==> src/rtl/gpio_mask_pkg.sv <==
package gpio_mask_pkg;

    localparam int GPIO_PINS   = 8;
    localparam int GPIO_AW     = 12;
    localparam int MASK_LSB    = 2;
    localparam int MASK_MSB    = MASK_LSB + GPIO_PINS - 1;
    localparam logic [GPIO_AW-1:0] DIR_OFFSET = GPIO_AW'(1) << (GPIO_PINS + MASK_LSB);

    typedef logic [GPIO_PINS-1:0] pins_t;

    typedef enum logic [1:0] {
        SEL_NONE = 2'd0,
        SEL_DATA = 2'd1,
        SEL_DIR  = 2'd2
    } reg_sel_e;

    typedef struct packed {
        logic     rd;
        logic     wr;
        reg_sel_e sel;
        pins_t    mask;
        pins_t    wdata;
    } access_t;

    function automatic reg_sel_e classify(input logic [GPIO_AW-1:0] addr);
        reg_sel_e s;
        s = SEL_NONE;
        if (addr[MASK_LSB-1:0] == '0) begin
            if (addr[GPIO_AW-1:MASK_MSB+1] == '0)
                s = SEL_DATA;
            else if (addr == DIR_OFFSET)
                s = SEL_DIR;
        end
        return s;
    endfunction

    function automatic pins_t read_value(input access_t a, input pins_t dir,
                                         input pins_t latch, input pins_t synced);
        pins_t v;
        case (a.sel)
            SEL_DATA: v = ((dir & latch) | (~dir & synced)) & a.mask;
            SEL_DIR:  v = dir;
            default:  v = '0;
        endcase
        return v;
    endfunction

endpackage

==> src/rtl/gpio_addr_decode.sv <==
module gpio_addr_decode
    import gpio_mask_pkg::*;
(
    input  logic               req,
    input  logic               we,
    input  logic [GPIO_AW-1:0] addr,
    input  pins_t              wdata,
    output access_t            acc
);
    reg_sel_e sel;

    always_comb begin
        sel       = classify(addr);
        acc.rd    = req & ~we;
        acc.wr    = req & we;
        acc.sel   = sel;
        acc.wdata = wdata;
        case (sel)
            SEL_DATA: acc.mask = addr[MASK_MSB:MASK_LSB];
            SEL_DIR:  acc.mask = '1;
            default:  acc.mask = '0;
        endcase
    end


    always_comb begin
        if (addr[1:0] != 2'b00)
            undecoded_misaligned_chk: assert (sel == SEL_NONE);
    end
endmodule

==> src/rtl/gpio_in_sync.sv <==
module gpio_in_sync
    import gpio_mask_pkg::*;
#(
    parameter int STAGES = 2
) (
    input  logic  clk,
    input  logic  rst,
    input  pins_t pad_in,
    output pins_t synced
);
    pins_t chain [STAGES];

    generate
        for (genvar s = 0; s < STAGES; s++) begin : g_stage
            always_ff @(posedge clk) begin
                if (rst)
                    chain[s] <= '0;
                else if (s == 0)
                    chain[s] <= pad_in;
                else
                    chain[s] <= chain[(s == 0) ? 0 : s-1];
            end
        end
    endgenerate

    assign synced = chain[STAGES-1];


    sync_two_stage_chk: assert property (@(posedge clk) disable iff (rst)
        $past(!rst, 2) |-> synced == $past(pad_in, 2));
endmodule

==> src/rtl/gpio_out_bank.sv <==
module gpio_out_bank
    import gpio_mask_pkg::*;
(
    input  logic    clk,
    input  logic    rst,
    input  access_t acc,
    output pins_t   dir,
    output pins_t   latch
);
    logic  dir_wr;
    logic  data_wr;
    pins_t upd;

    assign dir_wr  = acc.wr && (acc.sel == SEL_DIR);
    assign data_wr = acc.wr && (acc.sel == SEL_DATA);

    generate
        for (genvar i = 0; i < GPIO_PINS; i++) begin : g_pin
            assign upd[i] = data_wr & acc.mask[i] & dir[i];

            always_ff @(posedge clk) begin
                if (rst) begin
                    dir[i]   <= 1'b0;
                    latch[i] <= 1'b0;
                end else begin
                    if (dir_wr)
                        dir[i] <= acc.wdata[i];
                    if (upd[i])
                        latch[i] <= acc.wdata[i];
                end
            end
        end
    endgenerate


    reset_clear_chk: assert property (@(posedge clk)
        rst |=> (dir == '0 && latch == '0));


    dir_load_chk: assert property (@(posedge clk) disable iff (rst)
        (acc.wr && acc.sel == SEL_DIR) |=> dir == $past(acc.wdata));


    unmasked_hold_chk: assert property (@(posedge clk) disable iff (rst)
        (acc.wr && acc.sel == SEL_DATA) |=> ((latch ^ $past(latch)) & ~$past(acc.mask)) == '0);


    input_pin_hold_chk: assert property (@(posedge clk) disable iff (rst)
        (acc.wr && acc.sel == SEL_DATA) |=> ((latch ^ $past(latch)) & ~$past(dir)) == '0);


    undecoded_write_chk: assert property (@(posedge clk) disable iff (rst)
        (acc.sel == SEL_NONE) |=> ($stable(latch) && $stable(dir)));
endmodule

==> src/rtl/gpio_mask_port.sv <==
module gpio_mask_port
    import gpio_mask_pkg::*;
(
    input  logic               clk,
    input  logic               rst,
    input  logic               bus_req,
    input  logic               bus_we,
    input  logic [GPIO_AW-1:0] bus_addr,
    input  logic [GPIO_PINS-1:0] bus_wdata,
    output logic [GPIO_PINS-1:0] bus_rdata,
    output logic               bus_rvalid,
    input  logic [GPIO_PINS-1:0] pad_in,
    output logic [GPIO_PINS-1:0] pad_out,
    output logic [GPIO_PINS-1:0] pad_oe
);
    access_t acc;
    pins_t   dir;
    pins_t   latch;
    pins_t   synced;

    gpio_addr_decode u_dec (
        .req   (bus_req),
        .we    (bus_we),
        .addr  (bus_addr),
        .wdata (bus_wdata),
        .acc   (acc)
    );

    gpio_in_sync #(.STAGES(2)) u_sync (
        .clk    (clk),
        .rst    (rst),
        .pad_in (pad_in),
        .synced (synced)
    );

    gpio_out_bank u_bank (
        .clk   (clk),
        .rst   (rst),
        .acc   (acc),
        .dir   (dir),
        .latch (latch)
    );

    always_ff @(posedge clk) begin
        if (rst) begin
            bus_rdata  <= '0;
            bus_rvalid <= 1'b0;
        end else begin
            bus_rvalid <= acc.rd;
            if (acc.rd)
                bus_rdata <= read_value(acc, dir, latch, synced);
        end
    end

    assign pad_oe  = dir;
    assign pad_out = latch;


    unmasked_read_zero_chk: assert property (@(posedge clk) disable iff (rst)
        acc.rd |=> (bus_rdata & ~$past(acc.mask)) == '0);


    undecoded_read_zero_chk: assert property (@(posedge clk) disable iff (rst)
        (acc.rd && acc.sel == SEL_NONE) |=> bus_rdata == '0);


    rvalid_follow_chk: assert property (@(posedge clk) disable iff (rst)
        bus_req |=> bus_rvalid == !$past(bus_we));


    rvalid_idle_chk: assert property (@(posedge clk) disable iff (rst)
        !bus_req |=> !bus_rvalid);


    reset_outputs_chk: assert property (@(posedge clk)
        rst |=> (bus_rdata == '0 && !bus_rvalid));
endmodule

==> config.mk <==
export PLATFORM = sky130hd
export DESIGN_NAME = gpio_mask_port
export DESIGN_NICKNAME = d
export VERILOG_FILES = /design/src/rtl/gpio_mask_pkg.sv /design/src/rtl/gpio_addr_decode.sv /design/src/rtl/gpio_in_sync.sv /design/src/rtl/gpio_out_bank.sv /design/src/rtl/gpio_mask_port.sv
export SDC_FILE = /design/constraint.sdc
export NUM_CORES = 1
export LEC_CHECK = 0
export BUFFER_PORTS_ARGS = -buffer_cell sky130_fd_sc_hd__clkbuf_2
export CORE_AREA = 2 2 65 67
export CTS_CLUSTER_DIAMETER = 60
export DETAILED_ROUTE_END_ITERATION = 6
export DIE_AREA = 0 0 67 69
export PLACE_DENSITY = 0.76
export SETUP_SLACK_MARGIN = 0.2
export SLEW_MARGIN = 20
export SYNTH_ARGS = -nofsm -noshare
export SYNTH_HDL_FRONTEND = slang
export SYNTH_HIERARCHICAL = 1
export SYNTH_SLANG_ARGS = --single-unit
==> constraint.sdc <==
create_clock -name clk -period 2.1 [get_ports clk]
set_input_delay 0.105 -clock clk [delete_from_list [all_inputs] [get_ports clk]]
set_output_delay 0.105 -clock clk [all_outputs]
set_load 0.005 [all_outputs]
==> results.json, run 1 <==
{
  "status": "complete, no violations",
  "num_vias": 1513,
  "post_cts_buffers": 0,
  "top_layer": "met4",
  "grt_use_total": 0.184,
  "p_total_mw": 1.41,
  "synth-seq-area-share": 0.431,
  "final_nets": 286,
  "drtPass1Iterations": 4,
  "critPathLaunchType": "input port",
  "setup_tns_ns": 0,
  "worstSkewPairLatency_ns": 0.29,
  "coreArea_um2": 3910,
  "synth_cell_types": 35,
  "holdPathStages": 2,
  "rr_startpoint": "u_bank/dir[4]",
  "ys_ff_latch": 41,
  "gr-total-overflow": 0,
  "die_h_um": 69,
  "path_clk_slew_ns": 0.08,
  "synthCells": 197,
  "setup_violations": 0,
  "cap_violations": 0,
  "grt_antenna_before_repair": 0,
  "grt_pass1_vias": 1433,
  "synth_flop_cell": "dfxtp_1",
  "post-route-period-util": 0.682,
  "htreeDepth": 2,
  "core.rowCount": 23,
  "fp.dieW_um": 67,
  "netlist_area_um2": 1900,
  "relSlewSlack": 0.671,
  "worst_pin_slew_ns": 0.493,
  "ant_nets": 0,
  "initial_core_util": 0.487,
  "power.density_nw_per_um2": 620,
  "area_delta_synth_final_pct": 19.2,
  "cts.sinks": 41,
  "clk_path_buf_depth": 2,
  "hold_violations": 0,
  "gp_congestion": 0.785,
  "slowest_delay_ns": 0.32,
  "drive_above_1_share": 0.377,
  "portBuffers": 56,
  "min_period_ns": 1.43,
  "min_path_type": "in2reg",
  "synth_edf_count": 0,
  "leakage_nw": 1.13,
  "hpwlAfterDp_mm": 2.96,
  "crit_chain": "clkbuf_2 > nor4b_2 > nand4_2 > inv_1 > ha_1 > and2b_1 > a31oi_1 > o21ai_0",
  "drc": 0,
  "place_area_um2": 2180,
  "boundaryPins": 57,
  "cts_tree": "done",
  "avgSynthCellArea_um2": 9.67,
  "reg2reg_depth": 3,
  "startpoint": "bus_addr[4]",
  "fin_skew_ns": 0.00747,
  "wl_per_cell_um": 12.7,
  "drtIter0Drc": 48,
  "viasPerCell": 5.01,
  "crit_arrival_ns": 1.65,
  "hold_buffers": 0,
  "fmax_mhz": 698,
  "crit_fanout": 5,
  "diodes": 0,
  "fin_area_um2": 2270,
  "rsz0062_at_grt": "no",
  "grt_max_degree": 28,
  "vdd_drop_max_mv": 0.442,
  "cp.required_ns": 2.32,
  "syn-num-nets": 231,
  "async_reset_ff_frac": 0,
  "numCtsBuffers": 5,
  "wl_met1_mm": 1.73,
  "wl_met3_um": 265,
  "cts_root_buffer": "clkbuf_8",
  "drv_slew": 0,
  "met2_wirelength_mm": 1.78,
  "cpMaxStageDelayCell": "and2b_1",
  "cts.repair.resized": 0,
  "yosysWarnings": 6,
  "critPathKind": "in2reg",
  "hold_path.startpoint": "pad_in[3]",
  "end_kind": "flop",
  "grt_first_pass_wirelength_mm": 6.51,
  "drt-total-wl_mm": 3.85,
  "die_area_um2": 4620
}
-- cell usage after synthesis (all sizes together), types with 2 or more instances --
master	n	area [µm²]
dfxtp	41	821
nand2	19	73.8
nand2b	18	113
mux2i	16	160
nand3	15	85.1
nor2b	15	111
buf	12	101
nor2	11	41.3
and2b	8	67.6
inv	6	22.5
a31oi	5	31.3
mux2	5	56.3
o21ai	5	25.0
a32oi	2	17.5
clkbuf	2	7.51
ha	2	25.0
nand4	2	18.8
nor3	2	10.0
o41ai	2	17.5
-- worst max-delay path, delay by kind of cell --
kind | cells | cell delay [ns]
adder cells (fa/ha/maj) | 1 | 0.29
AO/OA/AOI/OAI | 2 | 0.25
AND/OR/NAND/NOR | 3 | 0.77
buffers and inverters | 2 | 0.24
-- flip-flops by register name, indices dropped and copies added, names as in the netlist --
| register | cells |
|---|---|
| u_sync/chain | 16 |
| bus_rdata | 8 |
| u_bank/dir | 8 |
| u_bank/latch | 8 |
| bus_rvalid | 1 |
-- layer usage --
| metal | global-route usage | up-vias |
|---|---|---|
| met5 | 0 | - |
| met4 | 0.0726 | 0 |
| met3 | 0.0571 | 5 |
| met2 | 0.288 | 42 |
| met1 | 0.233 | 698 |
| li1 | - | 768 |
-- power breakdown --
part	internal (mW)	switching [mW]	leakage, nW
combinational	0.0518	0.0491	0.748
clock	0.261	0.251	0.0443
sequential	0.792	0.00339	0.334
total	1.10	0.304	1.13
-- placed cells by master (no fill, tap or decap), types with 5 or more instances in the layout --
cell type,n
clkbuf_2,56
dfxtp_1,41
nand2_1,18
nand2b_1,18
mux2i_1,16
nand3_1,13
nor2_1,11
nor2b_1,8
nor2b_2,7
clkbuf_8,6
buf_4,6
and2b_2,6
inv_1,5
a31oi_1,5
mux2_2,5
o21ai_0,5
-- area by class of cell --
cell class | count | area (µm²)
inverters | 6 | 22.5
clock buffers | 7 | 86.3
repair buffers | 62 | 325
flip-flops and latches | 41 | 821
multi-input cells | 136 | 952
well taps | 50 | 62.6
fillers | 374 | 1640
-- per-stage QoR --
step | util | hold slack, ns | worst slack (ns) | std cells
2_1_floorplan | - | 0.167 | 0.550 | 197
3_3_place_gp | 0.558 | 0.314 | 0.428 | 295
3_5_place_dp | 0.558 | 0.318 | 0.346 | 295
4_1_cts | 0.580 | 0.0152 | 0.679 | 302
5_1_grt | 0.580 | 0.0238 | 0.516 | 302
6_report | 0.580 | 0.0206 | 0.668 | 302
-- path summary, 6_finish.rpt --
path / slack [ns] / to
setup reg to reg: 0.95 / bus_rdata[4]
hold reg to reg: 0.44 / u_sync/chain[1][4]
setup / recovery: 0.67 / bus_rdata[6]
hold / removal: 0.02 / u_sync/chain[0][3]
-- cell families after synthesis --
kind of cell,synth area share
adders and majority gates,0.0131
muxes,0.114
buffers and inverters,0.0690
AOI/OAI and AO/OA,0.0578
and+or+nand+nor,0.315
DFF,0.431
Note: power is estimated with default switching activity, not from simulation.
==> run 2: changes to the inputs <==
--- a/config.mk
+++ b/config.mk
@@ -6,11 +6,11 @@
 export NUM_CORES = 1
 export LEC_CHECK = 0
 export BUFFER_PORTS_ARGS = -buffer_cell sky130_fd_sc_hd__clkbuf_2
-export CORE_AREA = 2 2 65 67
+export CORE_AREA = 2 2 68 70
 export CTS_CLUSTER_DIAMETER = 60
 export DETAILED_ROUTE_END_ITERATION = 6
-export DIE_AREA = 0 0 67 69
-export PLACE_DENSITY = 0.76
+export DIE_AREA = 0 0 70 72
+export PLACE_DENSITY = 0.73
 export SETUP_SLACK_MARGIN = 0.2
 export SLEW_MARGIN = 20
 export SYNTH_ARGS = -nofsm -noshare
==> constraint.sdc (replaced) <==
create_clock -name clk -period 1.2 [get_ports clk]
set_input_delay 0.06 -clock clk [delete_from_list [all_inputs] [get_ports clk]]
set_output_delay 0.06 -clock clk [all_outputs]
set_load 0.005 [all_outputs]
==> results.json, run 2 (synthesis gave the netlist of run 1 again) <==
{
  "drtIter0Drc": 110,
  "grt_pass1_vias": 1580,
  "gr-total-overflow": 0,
  "grt_antenna_before_repair": 0,
  "diodes": 0,
  "die_h_um": 72,
  "drv_slew": 0,
  "hold_violations": 0,
  "rsz0062_at_grt": "yes",
  "leakage_nw": 1.32,
  "num_vias": 1647,
  "violations": "negative setup slack",
  "cp_num_cells": 9,
  "htreeDepth": 2,
  "drtPass1Iterations": 4,
  "relSlewSlack": 0.819,
  "drive_above_1_share": 0.496,
  "grt_max_degree": 27,
  "area_delta_synth_final_pct": 43.0,
  "hold_path.startpoint": "bus_wdata[7]",
  "timing.rr.end": "bus_rdata[4]",
  "critPathKind": "in2reg",
  "initial_core_util": 0.447,
  "drt-total-wl_mm": 4.43,
  "slowest_delay_ns": 0.26,
  "clk_path_buf_depth": 2,
  "cts_tree": "done",
  "fmax_mhz": 810,
  "cap_violations": 0,
  "crit_fanout": 8,
  "worstSkewPairLatency_ns": 0.29,
  "path_clk_slew_ns": 0.07,
  "cp.required_ns": 1.42,
  "setup_tns_ns": -0.0585,
  "layout_setup_ws_ns": -0.0346,
  "boundaryPins": 57,
  "hpwlAfterDp_mm": 3.11,
  "crit_chain": "buf_8 > nor4b_4 > nand4_2 > inv_2 > buf_4 > and3b_2 > buf_12 > nand3_2 > mux2i_1",
  "holdWs_ns": 0.0126,
  "cts_root_buffer": "clkbuf_8",
  "reg2reg_depth": 3,
  "portBuffers": 56,
  "drc": 0,
  "largest_register_ffs": 16,
  "crit_family": "simple AND/OR/NAND/NOR gates",
  "power.density_nw_per_um2": 931,
  "wl_per_cell_um": 13.2,
  "cts.sinks": 41,
  "crit_arrival_ns": 1.45,
  "viasPerCell": 4.90,
  "grt_first_pass_wirelength_mm": 7.15,
  "fin_util": 0.639,
  "numCtsBuffers": 5,
  "final_common_cell": "clkbuf_2",
  "fin_skew_ns": 0.00609,
  "fp.dieW_um": 70,
  "mostFrequentLayoutCells": "clkbuf_2 (53), dfxtp_1 (40), buf_4 (25)",
  "ant_nets": 0,
  "startpoint": "bus_addr[6]",
  "end_kind": "flop",
  "grt_use_total": 0.179,
  "min_path_type": "in2reg",
  "final_nets": 318,
  "r2r_slack_ns": 0.17,
  "largest-register": "u_sync/chain",
  "die_area_um2": 5040,
  "vdd_drop_max_mv": 0.778,
  "rr_startpoint": "u_bank/dir[4]",
  "coreArea_um2": 4260,
  "holdPathStages": 3,
  "worst_pin_slew_ns": 0.270,
  "post-route-period-util": 1.03,
  "cpMaxStageDelayCell": "nor4b_4",
  "status": "finished, violations left",
  "min_period_ns": 1.23,
  "setup_violations": 3,
  "timing.critical_path.to": "u_bank/latch[0]",
  "path_buf_inv": 4,
  "gp_congestion": 0.768,
  "critPathLaunchType": "input port",
  "core.rowCount": 24
}
[run 2: metrics by stage]
| step | power, mW | setup slack [ns] | cell area (µm²) | std cells |
|---|---|---|---|---|
| after global placement | 1.63 | -0.442 | 2380 | 315 |
| after CTS | 2.56 | -0.0576 | 2660 | 335 |
| after global routing | 2.64 | -0.103 | 2720 | 336 |
| final | 2.54 | -0.0346 | 2720 | 336 |
| after detailed placement | 1.63 | -0.457 | 2380 | 315 |
| after floorplan | 1.54 | -0.274 | 1960 | 197 |
[run 2: power breakdown]
part	internal (mW)	leakage, nW	switching, mW
logic	0.142	0.944	0.108
clock network	0.456	0.0443	0.439
registers	1.39	0.334	0.00531
total	1.98	1.32	0.552
[run 2: repair_timing]
action                                 4_1_cts  5_1_grt
hold buffers                                 8        0
endpoints found under the hold margin        8        0
pin swaps                                   12        8
setup buffers                                5        1
setup endpoints to repair                   24       25
gates resized for setup                     13       18
[run 2: per-layer routing]
| metal | up-vias | wire length [µm] | share of wire | track usage |
|---|---|---|---|---|
| met2 | 48 | 2210 | 0.50 | 0.303 |
| met1 | 758 | 1860 | 0.42 | 0.220 |
| li1 | 833 | - | - | - |
| met5 | - | 0 | 0 | 0 |
| met4 | 0 | 78 | 0.018 | 0.0684 |
| met3 | 8 | 278 | 0.063 | 0.0500 |
[run 2: worst min-delay path: cells and delay by family]
family	cells	cell delay [ns]
buffers and inverters	1	0.09
muxes	1	0.06
and+or+nand+nor	1	0.07
[run 2: worst min-delay path by stage]
| stage | end |
|---|---|
| floorplan | bus_rdata[4] |
| global placement | u_sync/chain[0][6] |
| detailed placement | u_sync/chain[0][4] |
| CTS | u_bank/latch[7] |
| global route | u_bank/latch[7] |
| finish | u_bank/dir[7] |
[run 2: final cells by class]
| type | instances | area (µm²) |
|---|---|---|
| flip-flops and latches | 41 | 822 |
| well taps | 52 | 65.1 |
| fillers | 349 | 1540 |
| multi-input cells | 136 | 1080 |
| repair buffers | 94 | 647 |
| inverters | 6 | 22.5 |
| clock buffers | 7 | 86.3 |
